**config.mk**
```make
export PLATFORM = sky130hd
export DESIGN_NAME = eccFront
export DESIGN_NICKNAME = d
export VERILOG_FILES = /design/src/rtl/eccFrontPkg.sv /design/src/rtl/eccStepEngine.sv /design/src/rtl/eccRegCtrl.sv /design/src/rtl/eccFront.sv
export SDC_FILE = /design/constraint.sdc
export NUM_CORES = 1
export LEC_CHECK = 0
export ABC_CLOCK_PERIOD_IN_PS = 4600
export BUFFER_PORTS_ARGS = -buffer_cell sky130_fd_sc_hd__buf_2
export CAP_MARGIN = 20
export CORE_ASPECT_RATIO = 2
export CORE_MARGIN = 2
export CORE_UTILIZATION = 25
export CTS_CLUSTER_SIZE = 40
export DETAILED_ROUTE_END_ITERATION = 8
export SLEW_MARGIN = 20
export SYNTH_ARGS = -nofsm -noshare
export SYNTH_HDL_FRONTEND = slang
export SYNTH_SLANG_ARGS = --single-unit
```
**constraint.sdc**
```tcl
create_clock -name clk -period 4.6 [get_ports clk]
set_input_delay 0.23 -clock clk [delete_from_list [all_inputs] [get_ports clk]]
set_output_delay 0.23 -clock clk [all_outputs]
set_load 0.03 [all_outputs]
```
**src/rtl/eccFrontPkg.sv**
```systemverilog
`timescale 1ns/1ps
package eccFrontPkg;
  parameter int ADDR_W    = 12;
  parameter int DATA_W    = 32;
  parameter int IDX_W     = 5;
  parameter int MODE_BIT  = 5;
  parameter int STEP_LSB  = 8;
  parameter int STEP_W    = 3;
  parameter int CORR_LSB  = 12;
  parameter int CORR_W    = 2;
  parameter int MSG_LSB   = 16;
  parameter int MSG_W     = 14;
  parameter int EMPTY_BIT = 31;
  parameter int NUM_CH    = 2;
  parameter int CH_ENC    = 0;
  parameter int CH_DEC    = 1;

  localparam int LAT_W     = MSG_W + 1;
  localparam int MAX_STEPS = 1 << STEP_W;

  localparam logic [ADDR_W-1:0] OFF_ENC_CTL  = 12'h000;
  localparam logic [ADDR_W-1:0] OFF_ENC_CFG  = 12'h004;
  localparam logic [ADDR_W-1:0] OFF_ENC_IDLE = 12'h00C;
  localparam logic [ADDR_W-1:0] OFF_ENC_IEN  = 12'h080;
  localparam logic [ADDR_W-1:0] OFF_ENC_STA  = 12'h084;
  localparam logic [ADDR_W-1:0] OFF_DEC_CTL  = 12'h100;
  localparam logic [ADDR_W-1:0] OFF_DEC_CFG  = 12'h104;
  localparam logic [ADDR_W-1:0] OFF_DEC_IDLE = 12'h10C;
  localparam logic [ADDR_W-1:0] OFF_DEC_DONE = 12'h124;
  localparam logic [ADDR_W-1:0] OFF_DEC_IEN  = 12'h200;
  localparam logic [ADDR_W-1:0] OFF_DEC_STA  = 12'h204;

  function automatic logic [DATA_W-1:0] fieldMask(input int lsb, input int w);
    return ((DATA_W'(1) << w) - DATA_W'(1)) << lsb;
  endfunction

  localparam logic [DATA_W-1:0] ENC_CFG_MASK =
    fieldMask(0, IDX_W) | fieldMask(MODE_BIT, 1) |
    fieldMask(STEP_LSB, STEP_W) | fieldMask(MSG_LSB, MSG_W);
  localparam logic [DATA_W-1:0] DEC_CFG_MASK =
    ENC_CFG_MASK | fieldMask(CORR_LSB, CORR_W) | fieldMask(EMPTY_BIT, 1);

  function automatic logic [ADDR_W-1:0] ctlOff(input int ch);
    return (ch == CH_DEC) ? OFF_DEC_CTL : OFF_ENC_CTL;
  endfunction
  function automatic logic [ADDR_W-1:0] cfgOff(input int ch);
    return (ch == CH_DEC) ? OFF_DEC_CFG : OFF_ENC_CFG;
  endfunction
  function automatic logic [ADDR_W-1:0] idleOff(input int ch);
    return (ch == CH_DEC) ? OFF_DEC_IDLE : OFF_ENC_IDLE;
  endfunction
  function automatic logic [ADDR_W-1:0] ienOff(input int ch);
    return (ch == CH_DEC) ? OFF_DEC_IEN : OFF_ENC_IEN;
  endfunction
  function automatic logic [ADDR_W-1:0] staOff(input int ch);
    return (ch == CH_DEC) ? OFF_DEC_STA : OFF_ENC_STA;
  endfunction

  // Strobes from the register side to one step engine.
  typedef struct packed {
    logic              start;
    logic              stop;
    logic [LAT_W-1:0]  lat;
    logic [STEP_W-1:0] lastIdx;
  } chanCmd_t;

  // Events from one step engine back to the register side.
  typedef struct packed {
    logic              busy;
    logic              stepDone;
    logic              lastStep;
    logic [STEP_W-1:0] stepIdx;
  } chanEvt_t;
endpackage

```
**src/rtl/eccStepEngine.sv**
```systemverilog
`timescale 1ns/1ps
module eccStepEngine
  import eccFrontPkg::*;
(
  input  logic     clk,
  input  logic     rstN,
  input  chanCmd_t cmd,
  output chanEvt_t evt
);
  logic              busy;
  logic [LAT_W-1:0]  cnt;
  logic [LAT_W-1:0]  latQ;
  logic [STEP_W-1:0] idx;
  logic [STEP_W-1:0] lastQ;
  logic              stepNow;

  // A step completes in the cycle whose counter shows 1; a stop that cycle suppresses it.
  assign stepNow = busy && (cnt == LAT_W'(1)) && !cmd.stop;

  always_ff @(posedge clk or negedge rstN) begin
    if (!rstN) begin
      busy  <= 1'b0;
      cnt   <= '0;
      latQ  <= '0;
      idx   <= '0;
      lastQ <= '0;
    end else if (cmd.stop) begin
      busy <= 1'b0;
    end else if (!busy) begin
      if (cmd.start) begin
        busy  <= 1'b1;
        cnt   <= cmd.lat;
        latQ  <= cmd.lat;
        idx   <= '0;
        lastQ <= cmd.lastIdx;
      end
    end else if (cnt == LAT_W'(1)) begin
      cnt <= latQ;
      if (idx == lastQ) busy <= 1'b0;
      else              idx  <= idx + STEP_W'(1);
    end else begin
      cnt <= cnt - LAT_W'(1);
    end
  end

  assign evt.busy     = busy;
  assign evt.stepDone = stepNow;
  assign evt.lastStep = stepNow && (idx == lastQ);
  assign evt.stepIdx  = idx;
endmodule

```
**src/rtl/eccRegCtrl.sv**
```systemverilog
`timescale 1ns/1ps
module eccRegCtrl
  import eccFrontPkg::*;
#(
  parameter int NUM_STRENGTHS = 20,
  parameter int BASE_LAT      = 2,
  parameter int LAT_SHIFT     = 6
) (
  input  logic                           clk,
  input  logic                           rstN,
  input  logic                           busWrEn,
  input  logic                           busRdEn,
  input  logic [ADDR_W-1:0]              busAddr,
  input  logic [DATA_W-1:0]              busWrData,
  output logic [DATA_W-1:0]              busRdData,
  output logic                           irq,
  input  chanEvt_t [NUM_CH-1:0]          evtVec,
  output chanCmd_t [NUM_CH-1:0]          cmdVec,
  output logic [NUM_CH-1:0]              staVec,
  output logic [NUM_CH-1:0]              ienLoVec,
  output logic [NUM_CH-1:0][DATA_W-1:0]  cfgVec
);
  logic [NUM_CH-1:0]         ctlVec;
  logic [NUM_CH-1:0][1:0]    ienVec;
  logic [MAX_STEPS-1:0]      doneQ;
  logic                      rdDone;

  assign rdDone = busRdEn && (busAddr == OFF_DEC_DONE);

  for (genvar c = 0; c < NUM_CH; c++) begin : gChan
    localparam logic [DATA_W-1:0] CFG_MASK = (c == CH_DEC) ? DEC_CFG_MASK : ENC_CFG_MASK;
    logic              wrCtl, wrCfg, wrIen, rdSta, clrSta, setSta, pageMode, idxOk;
    logic              ctlR, staR;
    logic [1:0]        ienR;
    logic [DATA_W-1:0] cfgR;
    logic [MSG_W-1:0]  msgBits;

    assign wrCtl    = busWrEn && (busAddr == ctlOff(c));
    assign wrCfg    = busWrEn && (busAddr == cfgOff(c));
    assign wrIen    = busWrEn && (busAddr == ienOff(c));
    assign rdSta    = busRdEn && (busAddr == staOff(c));
    assign clrSta   = rdSta || ((c == CH_DEC) && rdDone);
    assign idxOk    = 32'(busWrData[IDX_W-1:0]) < NUM_STRENGTHS;
    assign pageMode = ienR[1] && !cfgR[MODE_BIT];
    assign setSta   = ienR[0] && evtVec[c].stepDone && (!pageMode || evtVec[c].lastStep);
    assign msgBits  = cfgR[MSG_LSB +: MSG_W];

    always_ff @(posedge clk or negedge rstN) begin
      if (!rstN) begin
        ctlR <= 1'b0;
        cfgR <= '0;
        ienR <= '0;
        staR <= 1'b0;
      end else begin
        if (wrCtl) ctlR <= busWrData[0];
        if (wrCfg && idxOk && !evtVec[c].busy) cfgR <= busWrData & CFG_MASK;
        if (wrIen) ienR <= busWrData[1:0];
        staR <= setSta || (staR && !clrSta);
      end
    end

    assign cmdVec[c].start   = wrCtl && busWrData[0];
    assign cmdVec[c].stop    = wrCtl && !busWrData[0];
    assign cmdVec[c].lat     = LAT_W'(BASE_LAT) + LAT_W'(msgBits >> LAT_SHIFT);
    assign cmdVec[c].lastIdx = cfgR[STEP_LSB +: STEP_W];

    assign ctlVec[c]   = ctlR;
    assign cfgVec[c]   = cfgR;
    assign ienVec[c]   = ienR;
    assign ienLoVec[c] = ienR[0];
    assign staVec[c]   = staR;
  end

  // Per-sector completion mask of the decode channel.
  always_ff @(posedge clk or negedge rstN) begin
    if (!rstN) begin
      doneQ <= '0;
    end else if (cmdVec[CH_DEC].start && !evtVec[CH_DEC].busy) begin
      doneQ <= '0;
    end else begin
      doneQ <= (rdDone ? '0 : doneQ) |
               (evtVec[CH_DEC].stepDone ? (MAX_STEPS'(1) << evtVec[CH_DEC].stepIdx) : '0);
    end
  end

  always_comb begin
    busRdData = '0;
    if (busRdEn) begin
      case (busAddr)
        OFF_ENC_CTL:  busRdData = DATA_W'(ctlVec[CH_ENC]);
        OFF_ENC_CFG:  busRdData = cfgVec[CH_ENC];
        OFF_ENC_IDLE: busRdData = DATA_W'(!evtVec[CH_ENC].busy);
        OFF_ENC_IEN:  busRdData = DATA_W'(ienVec[CH_ENC]);
        OFF_ENC_STA:  busRdData = DATA_W'(staVec[CH_ENC]);
        OFF_DEC_CTL:  busRdData = DATA_W'(ctlVec[CH_DEC]);
        OFF_DEC_CFG:  busRdData = cfgVec[CH_DEC];
        OFF_DEC_IDLE: busRdData = DATA_W'(!evtVec[CH_DEC].busy);
        OFF_DEC_DONE: busRdData = DATA_W'(doneQ);
        OFF_DEC_IEN:  busRdData = DATA_W'(ienVec[CH_DEC]);
        OFF_DEC_STA:  busRdData = DATA_W'(staVec[CH_DEC]);
        default:      busRdData = '0;
      endcase
    end
  end

  assign irq = |(staVec & ienLoVec);
endmodule

```
**src/rtl/eccFront.sv**
```systemverilog
`timescale 1ns/1ps
module eccFront
  import eccFrontPkg::*;
#(
  parameter int NUM_STRENGTHS = 20,
  parameter int BASE_LAT      = 2,
  parameter int LAT_SHIFT     = 6
) (
  input  logic              clk,
  input  logic              rstN,
  input  logic              busWrEn,
  input  logic              busRdEn,
  input  logic [ADDR_W-1:0] busAddr,
  input  logic [DATA_W-1:0] busWrData,
  output logic [DATA_W-1:0] busRdData,
  output logic              irq
);
  chanCmd_t [NUM_CH-1:0]         cmdVec;
  chanEvt_t [NUM_CH-1:0]         evtVec;
  logic [NUM_CH-1:0]             staVec;
  logic [NUM_CH-1:0]             ienLoVec;
  logic [NUM_CH-1:0][DATA_W-1:0] cfgVec;
  logic [NUM_CH-1:0]             chanBusy;
  logic [DATA_W-1:0]             encCfgQ;
  logic [DATA_W-1:0]             decCfgQ;

  eccRegCtrl #(
    .NUM_STRENGTHS(NUM_STRENGTHS),
    .BASE_LAT(BASE_LAT),
    .LAT_SHIFT(LAT_SHIFT)
  ) uCtrl (
    .clk(clk), .rstN(rstN),
    .busWrEn(busWrEn), .busRdEn(busRdEn), .busAddr(busAddr),
    .busWrData(busWrData), .busRdData(busRdData), .irq(irq),
    .evtVec(evtVec), .cmdVec(cmdVec), .staVec(staVec),
    .ienLoVec(ienLoVec), .cfgVec(cfgVec)
  );

  for (genvar c = 0; c < NUM_CH; c++) begin : gEng
    eccStepEngine uEng (
      .clk(clk), .rstN(rstN), .cmd(cmdVec[c]), .evt(evtVec[c])
    );
    assign chanBusy[c] = evtVec[c].busy;
  end

  assign encCfgQ = cfgVec[CH_ENC];
  assign decCfgQ = cfgVec[CH_DEC];
endmodule

```
==> impl_metrics.ini, run 1 <==
[min_path]
hp-start = busWrData[12]
hp-class = primary input to register

[clock_tree]
cts_tree = yes
clock-sinks = 127
clock-root-buffer = clkbuf_16
cts_setup_buffers = 0
cts_buffer_depth = 2
cts_resized = 0
cts_buffers = 17
clk_latency_ps = 420
clkTransAtPathRegs_ps = 50
cts.htree.levels = 4
cts_hold_buffers = 1

[flow_run]
drv_cap = 0

[setup_path]
cp-end-kind = register
rr_startpoint = gEng[1].uEng.busy
path_class = register to register
crit_path_start = gEng[1].uEng.busy
worstSetupStartpointType = register
worstPathMaxFanout = 26
required_ps = 4900
critPathArrivalTime_ps = 3110

[logic_synthesis]
synth.distinct_cells = 71
yosys_warnings = 0
syn_area_um2 = 7056
synth_top_area_share_pct = 45.04
synthArstFlopShare_pct = 100.0
syn_inst = 692
synth_flop_cell = dfrtp_1
synth-seq-area-share_pct = 45.04
synth_edf_count = 0
ys_ff_latch = 127
yosysTopAreaCell = dfrtp_1
syn_area_per_cell_um2 = 10.20
ys_top_cells_by_area = dfrtp_1, mux2_2, o21ai_0, nor2_1, ha_1

[routing]
drt_iter0_drc = 481
postRouteAntennaNets = 0
via_per_inst = 5.131
firstDrtPassIters = 5
drc = 0
num_vias = 5747
wl_per_cell_um = 16.05
drt_wl_total_um = 17970

[floorplan]
die_area_um2 = 29660
rows = 87
start_util_pct = 25.22
die_h_um = 241.6
die_w_um = 122.8
ios = 81
core_um2 = 27980

[global_route]
antenna_found_initial = 1
grt_usage_pct = 12.66
first_global_vias = 5882
grt_overflow = 0
grt_pass1_wl_um = 30220
grt_max_degree = 53

[sta]
hold_viol = 0
tightest_slew_ps = 928.8
final.setup_skew_ps = 5.894
finalSetupViolations = 0
fin_crit_sh_pct = 60.89
fin_crit_ps = 2801
fmax_mhz = 357.0
setup_tns_ps = 0
slew_headroom_pct = 38.08
rsz0062_at_grt = no
drv_slew = 0

[finish]
final_net_count = 814
layout-drive-gt1-share_pct = 25.13
diodes = 0
instances_no_fill = 1120
area_delta_synth_final_pct = 18.14
fillers = 2875

[placement]
place_congestion = 0.8515
dp_hpwl_um = 12520
dp.cells = 1089
numPortBuffers = 70

[run_status]
status = finished clean

[power_and_ir_drop]
power_density_nw_per_um2 = 314.7
ir_worst_vdd_uv = 243.4
cellLeakagePower_nw = 3.776
-- cells by family (layout without fill, tap and decap cells) --
family | Yosys count | count (layout) | share of synthesized area [%]
adder cells (fa/ha/maj) | 13 | 13 | 2.305
AO/OA/AOI/OAI | 170 | 170 | 16.33
XOR/XNOR | 18 | 18 | 2.234
flip-flops | 127 | 127 | 45.04
other | 1 | 4 | 0.05315
multiplexers | 78 | 78 | 12.27
buffers and inverters | 63 | 132 | 4.167
AND/OR/NAND/NOR | 222 | 222 | 17.59
-- cell usage in the layout, fill, tap and decap left out, types with 9 or more instances in the layout --
cell       count
a211oi_1       9
a21oi_1       30
a22oi_1       21
and3_1        13
buf_2         69
buf_4         10
clkbuf_16     17
dfrtp_1      127
ha_1          13
inv_1         21
mux2_2        66
mux2i_1        9
nand2_1       41
nand3_1       23
nand4_1       13
nor2_1        59
nor3_1        23
o21ai_0       47
xor2_1        11
-- cell usage after synthesis, types with 9 or more instances --
| library cell | number |
|---|---|
| a21oi_1 | 30 |
| inv_1 | 21 |
| buf_4 | 9 |
| clkbuf_1 | 23 |
| ha_1 | 13 |
| nand3_1 | 23 |
| mux2i_1 | 10 |
| nand2_1 | 41 |
| xor2_1 | 11 |
| and3_1 | 13 |
| mux2_2 | 66 |
| nor3_1 | 23 |
| nor2_1 | 59 |
| nand4_1 | 13 |
| o21ai_0 | 48 |
| dfrtp_1 | 127 |
| a22oi_1 | 21 |
| a211oi_1 | 9 |
-- worst max-delay path: stages, from the launching register on --
cell     delay, ps
dfrtp_1        950
inv_1          480
mux2i_2        770
o21ai_0        210
a22o_1         280
-- final timing paths --
check / cells after the start / end / slack [ps]
max in group asynchronous: 3 / gEng[0].uEng.idx[0] / 3220
hold reg to reg: 2 / uCtrl.gChan[0].ctlR / 480
setup reg to reg: 4 / gEng[1].uEng.cnt[3] / 1800
min in group asynchronous: 2 / gEng[1].uEng.cnt[5] / 320
hold / removal: 2 / uCtrl.gChan[1].cfgR[12] / 40
setup / recovery: 4 / gEng[1].uEng.cnt[3] / 1800
-- metal layers --
| layer | share of wire [%] | GRT usage, % | wire (µm) | vias up |
|---|---|---|---|---|
| met5 | 0.072 | 0 | 13 | - |
| met4 | 2.0 | 4.767 | 365 | 2 |
| met3 | 7.1 | 3.844 | 1273 | 33 |
| met2 | 45 | 19.11 | 8171 | 186 |
| met1 | 45 | 16.88 | 8148 | 2837 |
| li1 | - | - | - | 2689 |
-- power breakdown --
| part | internal [W] | leakage, nW | switching (W) |
|---|---|---|---|
| Sequential | 0.00113 | 1.69 | 0.0000173 |
| Clock | 0.000884 | 0.293 | 0.000466 |
| Combinational | 0.0000423 | 1.79 | 0.0000832 |
-- through the flow --
step	power, W	instance area, µm²	worst slack [ps]	util (%)	hold WS (ps)
floorplan	0.001224	7067	2495	-	-65.59
CTS	0.002654	8335	1853	29.80	23.70
global route	0.002719	8335	1557	29.80	38.58
global placement	0.001286	7734	1441	27.64	222.9
finish	0.002623	8335	1799	29.80	40.40
detailed placement	0.001292	7737	1723	27.66	231.2
-- registers in the layout (all words and copies together) (netlist names) --
name              cells
uCtrl.gChan.staR      2
gEng.uEng.cnt        30
gEng.uEng.idx         6
uCtrl.gChan.ienR      4
gEng.uEng.busy        2
uCtrl.gChan.cfgR     49
uCtrl.doneQ           8
gEng.uEng.lastQ       6
uCtrl.gChan.ctlR      2
gEng.uEng.latQ       18
-- cell type report --
| class | instances | area (µm²) | share of cell area, % |
|---|---|---|---|
| sequential | 127 | 3178 | 38.13 |
| inverter | 22 | 82.58 | 0.9907 |
| tap | 356 | 445.4 | 5.344 |
| clock buffer | 23 | 478.0 | 5.734 |
| multi-input combinational | 505 | 3611 | 43.32 |
| clock inverter | 7 | 110.1 | 1.321 |
| timing repair buffer | 80 | 430.4 | 5.164 |
(Power assumes the default switching activity.)
==> run 2, diff against run 1 <==
--- a/config.mk
+++ b/config.mk
@@ -5,7 +5,8 @@
 export SDC_FILE = /design/constraint.sdc
 export NUM_CORES = 1
 export LEC_CHECK = 0
-export ABC_CLOCK_PERIOD_IN_PS = 4600
+export ABC_AREA = 1
+export ABC_CLOCK_PERIOD_IN_PS = 2500
 export BUFFER_PORTS_ARGS = -buffer_cell sky130_fd_sc_hd__buf_2
 export CAP_MARGIN = 20
 export CORE_ASPECT_RATIO = 2
==> constraint.sdc (replaced) <==
create_clock -name clk -period 2.5 [get_ports clk]
set_input_delay 0.125 -clock clk [delete_from_list [all_inputs] [get_ports clk]]
set_output_delay 0.125 -clock clk [all_outputs]
set_load 0.03 [all_outputs]
==> impl_metrics.ini, run 2 <==
[finish]
multi_input_area_um2 = 3766
final_net_count = 1228
layout-drive-gt1-share_pct = 14.58
diodes = 0
fin_area_um2 = 9224
reg_top3 = uCtrl.gChan.cfgR: 49 flops, gEng.uEng.cnt: 30 flops, gEng.uEng.latQ: 18 flops
area_delta_synth_final_pct = 20.34
final_common_cell = nand2_1
regArea_um2 = 3178
largest_reg_flops = 49
final_cell_mix = nand2_1, dfrtp_1, inv_1, nor2_1, nand3_1
fillers = 3304
regMostFlops = uCtrl.gChan.cfgR

[logic_synthesis]
ys_top_cells_by_area = dfrtp_1, nand2_1, inv_1, nor2_1, nand3_1
synth-seq-area-share_pct = 41.46
synth_top_area_share_pct = 41.46
synth_flop_cell = dfrtp_1
yosys_warnings = 0
synthArstFlopShare_pct = 100.0
synth_edf_count = 0
syn_area_per_cell_um2 = 7.163
synthMostInstantiatedCell = nand2_1
synth.distinct_cells = 40
syn_inst = 1070
syn_area_um2 = 7665
ys_ff_latch = 127
yosysTopAreaCell = dfrtp_1
yosys-top-cells-count = nand2_1, dfrtp_1, inv_1

[clock_tree]
cts_buffers = 17
clkTransAtPathRegs_ps = 70
clock-sinks = 127
clk_latency_ps = 430
clock-root-buffer = clkbuf_16
cts.htree.levels = 4
cts_buffer_depth = 2
cts_resized = 0
cts_tree = yes

[placement]
place_congestion = 0.9057
dp_hpwl_um = 15880
detailed_place.area_um2 = 8402
numPortBuffers = 70

[global_route]
grt_pass1_wl_um = 34870
first_global_vias = 7178
grt_overflow = 0
antenna_found_initial = 0
grt_max_degree = 50
grt_usage_pct = 13.63

[sta]
finalSetupViolations = 0
final.setup_skew_ps = 9.560
fin_crit_ps = 2204
drv_slew = 0
tightest_slew_ps = 739.5
fin_crit_sh_pct = 88.16
slew_headroom_pct = 50.70
fmax_mhz = 453.7
setup_tns_ps = 0
hold_viol = 0
rsz0062_at_grt = no

[routing]
wl_per_cell_um = 13.51
postRouteAntennaNets = 0
drt_iter0_drc = 390
via_per_inst = 4.523
firstDrtPassIters = 5
drt_wl_total_um = 20920
num_vias = 7002
drc = 0

[floorplan]
rows = 90
die_area_um2 = 32160
ios = 81
start_util_pct = 25.40
die_h_um = 251.6
die_w_um = 127.8
core_um2 = 30180

[power_and_ir_drop]
power_frac_comb_pct = 7.0
clockPowerShare_pct = 50.0
p_sw_w = 0.001326
power_density_nw_per_um2 = 523.7
p_int_w = 0.003504
switching_share_pct = 27.46
ir_worst_vdd_uv = 545.0
p_seq_share_pct = 43.0
cellLeakagePower_nw = 4.746

[flow_run]
drv_cap = 0

[min_path]
hold_depth = 3
hp-start = busWrData[1]
hp-class = primary input to register
min_to = uCtrl.gChan[1].cfgR[1]

[setup_path]
worstSetupStartpointType = register
reg2regPathDepth = 10
rr_startpoint = gEng[0].uEng.cnt[1]
worstReg2RegEnd = gEng[0].uEng.cnt[1]
slowest_delay_ps = 420
path_class = register to output pin
rrSetupSlack_ps = 560
cp-end-kind = output pin
critPathSlowestCell = inv_1
required_ps = 2380
worstPathMaxFanout = 12
cp_cell_sequence = buf_4, inv_1, nand3_1, nand2_1, nor2_1, nand3_1, nand2_1, inv_1, buf_2
critPathArrivalTime_ps = 2080

[run_status]
status = finished clean
run 2: cell count changes in the layout (fill, tap and decap cells not counted), moves of 15 or more:
cell           before  now
a21oi_1            30   11
nand3_1            23   74
o21ai_1             1   31
a22oi_1            21    0
mux2_2             66    0
inv_1              21  126
nand2_1            41  368
dlygate4sd3_1       1   25
nand4_1            13   32
nor3_1             23    8
nor2_1             59  112
run 2: how the worst max path moves through the flow:
| stage | startpoint | to | slack [ps] | depth (start not counted) |
|---|---|---|---|---|
| 3_3_place_gp | gEng[0].uEng.cnt[1] | gEng[0].uEng.cnt[1] | 530 | 10 |
| 3_5_place_dp | busAddr[1] | uCtrl.gChan[0].cfgR[16] | 500 | 10 |
| 6_report | gEng[0].uEng.busy | busRdData[0] | 300 | 9 |
| 4_1_cts | gEng[0].uEng.busy | busRdData[0] | 280 | 9 |
| 5_1_grt | gEng[0].uEng.busy | busRdData[0] | 190 | 9 |
| 2_1_floorplan | busAddr[9] | busRdData[10] | 850 | 10 |
run 2: final cells by class:
class	instances	share of cell area (%)
Clock inverter	15	1.587
Sequential cell	127	34.45
Clock buffer	17	4.612
Inverter	135	5.575
Multi-Input combinational cell	777	40.83
Tap cell	368	4.992
Timing Repair Buffer	109	7.949
run 2: timing repair:
item / in CTS / in global routing
hold endpoints to repair: 85 / 0
hold buffers: 25 / 0
setup buffers: 0 / 0
run 2: logic make-up (layout without fill, tap and decap cells):
group                      Yosys count  after routing  share of synthesized area (%)
DFF                                127            127                          41.46
adders and majority gates           13             13                          2.122
muxes                                5              5                         0.6530
xor gates and xnor gates            18             18                          2.057
AOI/OAI and AO/OA                  107            107                          7.819
other                                1              4                        0.04892
and+or+nand+nor                    630            630                          36.29
buffers and inverters              169            276                          9.549
run 2: power by group through the flow:
stage                     Clock [W]  Combinational (W)  Sequential, W
after CTS                   0.00247           0.000342        0.00208
after global placement            0           0.000307        0.00211
after detailed placement          0           0.000310        0.00211
after floorplan                   0           0.000180        0.00211
after global routing        0.00255           0.000385        0.00208
final                       0.00242           0.000339        0.00208
run 2: per-layer routing:
metal  up-vias  routed length (µm)  track usage, %
met5         -                   0               0
met4         0                 517           5.840
met3        29                 544           2.184
met2       139               11980           27.24
met1      3272                7878           13.40
li1       3562                   -               -
run 2: per-stage QoR:
stage	total power [W]	utilization, %	setup slack (ps)	hold slack, ps	std cells
5_1_grt	0.005009	30.56	185.6	46.63	1548
3_3_place_gp	0.002421	27.84	526.5	226.9	1491
6_report	0.004830	30.56	295.9	18.29	1548
4_1_cts	0.004883	30.56	275.3	6.433	1548
2_1_floorplan	0.002291	-	851.6	-170.6	1073
3_5_place_dp	0.002424	27.84	503.3	226.6	1491
run 2: worst max-delay path, delay by kind of cell, from the launching register on:
family,cells,cell delay (ps)
buf+inv,4,830
simple gates,5,420
flops,1,360
==> run 3, diff against run 2 <==
--- a/config.mk
+++ b/config.mk
@@ -6,7 +6,7 @@
 export NUM_CORES = 1
 export LEC_CHECK = 0
 export ABC_AREA = 1
-export ABC_CLOCK_PERIOD_IN_PS = 2500
+export ABC_CLOCK_PERIOD_IN_PS = 2009
 export BUFFER_PORTS_ARGS = -buffer_cell sky130_fd_sc_hd__buf_2
 export CAP_MARGIN = 20
 export CORE_ASPECT_RATIO = 2
==> constraint.sdc (replaced) <==
create_clock -name clk -period 2.01 [get_ports clk]
set_input_delay 0.1005 -clock clk [delete_from_list [all_inputs] [get_ports clk]]
set_output_delay 0.1005 -clock clk [all_outputs]
set_load 0.03 [all_outputs]
==> impl_metrics.ini, run 3 (synthesis results as in run 2) <==
[finish]
largest_reg_flops = 49
final_common_cell = nand2_1
reg_top3 = uCtrl.gChan.cfgR: 49 flops, gEng.uEng.cnt: 30 flops, gEng.uEng.latQ: 18 flops
regMostFlops = uCtrl.gChan.cfgR
final_net_count = 1250
area_delta_synth_final_pct = 23.28
layout-drive-gt1-share_pct = 16.22
diodes = 0
fin_area_um2 = 9449
final_cell_mix = nand2_1, dfrtp_1, inv_1, nor2_1, nand3_1

[setup_path]
cp-end-kind = output pin
path_class = register to output pin
cp_cell_sequence = clkinvlp_4, nand3_1, nand2_1, nor2_1, nand3_1, nand2_1, inv_1, buf_2
required_ps = 1910
critPathArrivalTime_ps = 1740
worstPathMaxFanout = 7
path_delay_family = flip-flops
critPathSlowestCell = dfrtp_2
worstSetupStartpointType = register
slowest_delay_ps = 460
cp.buffers_inverters = 3

[clock_tree]
clk_latency_ps = 440
clkTransAtPathRegs_ps = 60
cts_buffers = 17
cts_buffer_depth = 2
cts.htree.levels = 4
clock-root-buffer = clkbuf_16
clock-sinks = 127
cts_tree = yes

[global_route]
gr-usage-met3_pct = 2.184
antenna_found_initial = 0
grt_util_met2_pct = 27.20
grt_overflow = 0
grt_usage_pct = 13.84
grt_pass1_wl_um = 35030
grt-busiest-layer = met2
grt_util_met1_pct = 13.81
grt_max_degree = 50
first_global_vias = 7159

[routing]
firstDrtPassIters = 5
postRouteAntennaNets = 0
drt_iter0_drc = 321
via_per_inst = 4.511
num_vias = 7083
drc = 0
wl_per_cell_um = 13.63
drt_wl_total_um = 21410

[min_path]
hp-class = primary input to register

[sta]
fin_crit_sh_pct = 91.73
fin_hold_ws_ps = 19.89
finalSetupViolations = 0
drv_slew = 0
slew_headroom_pct = 53.37
rsz0062_at_grt = no
tightest_slew_ps = 699.5
final.setup_skew_ps = 7.276
fin_crit_ps = 1844
hold_viol = 0
setup_tns_ps = 0
fmax_mhz = 542.4

[power_and_ir_drop]
p_int_w = 0.004506
p_seq_share_pct = 42.2
p_sw_w = 0.001607
ir_worst_vdd_uv = 647.6
switching_share_pct = 26.28
cellLeakagePower_nw = 4.872
power_density_nw_per_um2 = 646.9
power_frac_comb_pct = 7.1
clockPowerShare_pct = 50.7

[floorplan]
core_um2 = 30180
die_w_um = 127.8
die_h_um = 251.6
die_area_um2 = 32160
rows = 90
start_util_pct = 25.40
ios = 81

[placement]
detailed_place.area_um2 = 8574
numPortBuffers = 70
place_congestion = 0.9067
dp_hpwl_um = 16260

[flow_run]
drv_cap = 0

[run_status]
status = finished clean
[run 3: changes by cell type in the layout (fill, tap and decap cells not counted), moves of 2 or more]
cell and change:
buf_4 +18, clkinv_8 -2, inv_6 -4, clkinvlp_4 +2, buf_12 +3, inv_8 +2
[run 3: final cells by class]
| type | instances | area [µm²] |
|---|---|---|
| clock inverter | 14 | 147.6 |
| fill | 3254 | 20730 |
| multi-input combinational | 777 | 3766 |
| inverter | 135 | 518.0 |
| sequential | 127 | 3179 |
| tap | 368 | 460.4 |
| clock buffer | 18 | 439.2 |
| timing repair buffer | 131 | 938.4 |
[run 3: path summary, 6_finish.rpt]
| kind | slack [ps] | cells past startpoint | to | start |
|---|---|---|---|---|
| min in group asynchronous | 260 | 2 | gEng[1].uEng.cnt[12] | rstN |
| hold reg to reg | 470 | 2 | uCtrl.gChan[1].ctlR | uCtrl.gChan[1].ctlR |
| hold / removal | 20 | 4 | uCtrl.gChan[0].staR | busRdEn |
| max in group asynchronous | 1140 | 3 | uCtrl.gChan[0].cfgR[28] | rstN |
| setup reg to reg | 260 | 3 | uCtrl.gChan[1].cfgR[24] | gEng[1].uEng.busy |
| setup / recovery | 170 | 8 | busRdData[0] | gEng[1].uEng.busy |
[run 3: routing by layer]
| layer | wire length [µm] | vias to the layer above |
|---|---|---|
| met2 | 12260 | 120 |
| met3 | 498 | 32 |
| met4 | 653 | 0 |
| li1 | - | 3620 |
| met5 | 0 | - |
| met1 | 7992 | 3311 |
[run 3: timing repair]
item	in CTS	in global routing
setup buffers	0	3
setup endpoints to repair	0	1
gates resized for setup	0	2
hold buffers	26	0
hold endpoints to repair	85	0
[run 3: worst reg2reg max path, stage by stage, from the launching register on]
cell	delay, ps
dfrtp_2	470
nor3_2	470
nand2_4	410
o21ai_0	310
[run 3: through the flow]
step	power [W]	instances	utilization [%]	setup slack, ps
finish	0.006112	1570	31.31	166.2
global route	0.006330	1570	31.31	6.497
CTS	0.006156	1567	31.22	44.95
detailed placement	0.003023	1509	28.41	82.33
global placement	0.003020	1509	28.41	144.1
floorplan	0.002849	1073	-	410.6
[run 3: power by group through the flow]
| stage | combinational [W] | clock (W) | sequential (W) |
|---|---|---|---|
| 6_report | 0.000432 | 0.00310 | 0.00258 |
| 5_1_grt | 0.000488 | 0.00326 | 0.00258 |
| 4_1_cts | 0.000437 | 0.00314 | 0.00258 |
| 3_5_place_dp | 0.000395 | 0 | 0.00263 |
| 3_3_place_gp | 0.000392 | 0 | 0.00263 |
| 2_1_floorplan | 0.000224 | 0 | 0.00263 |
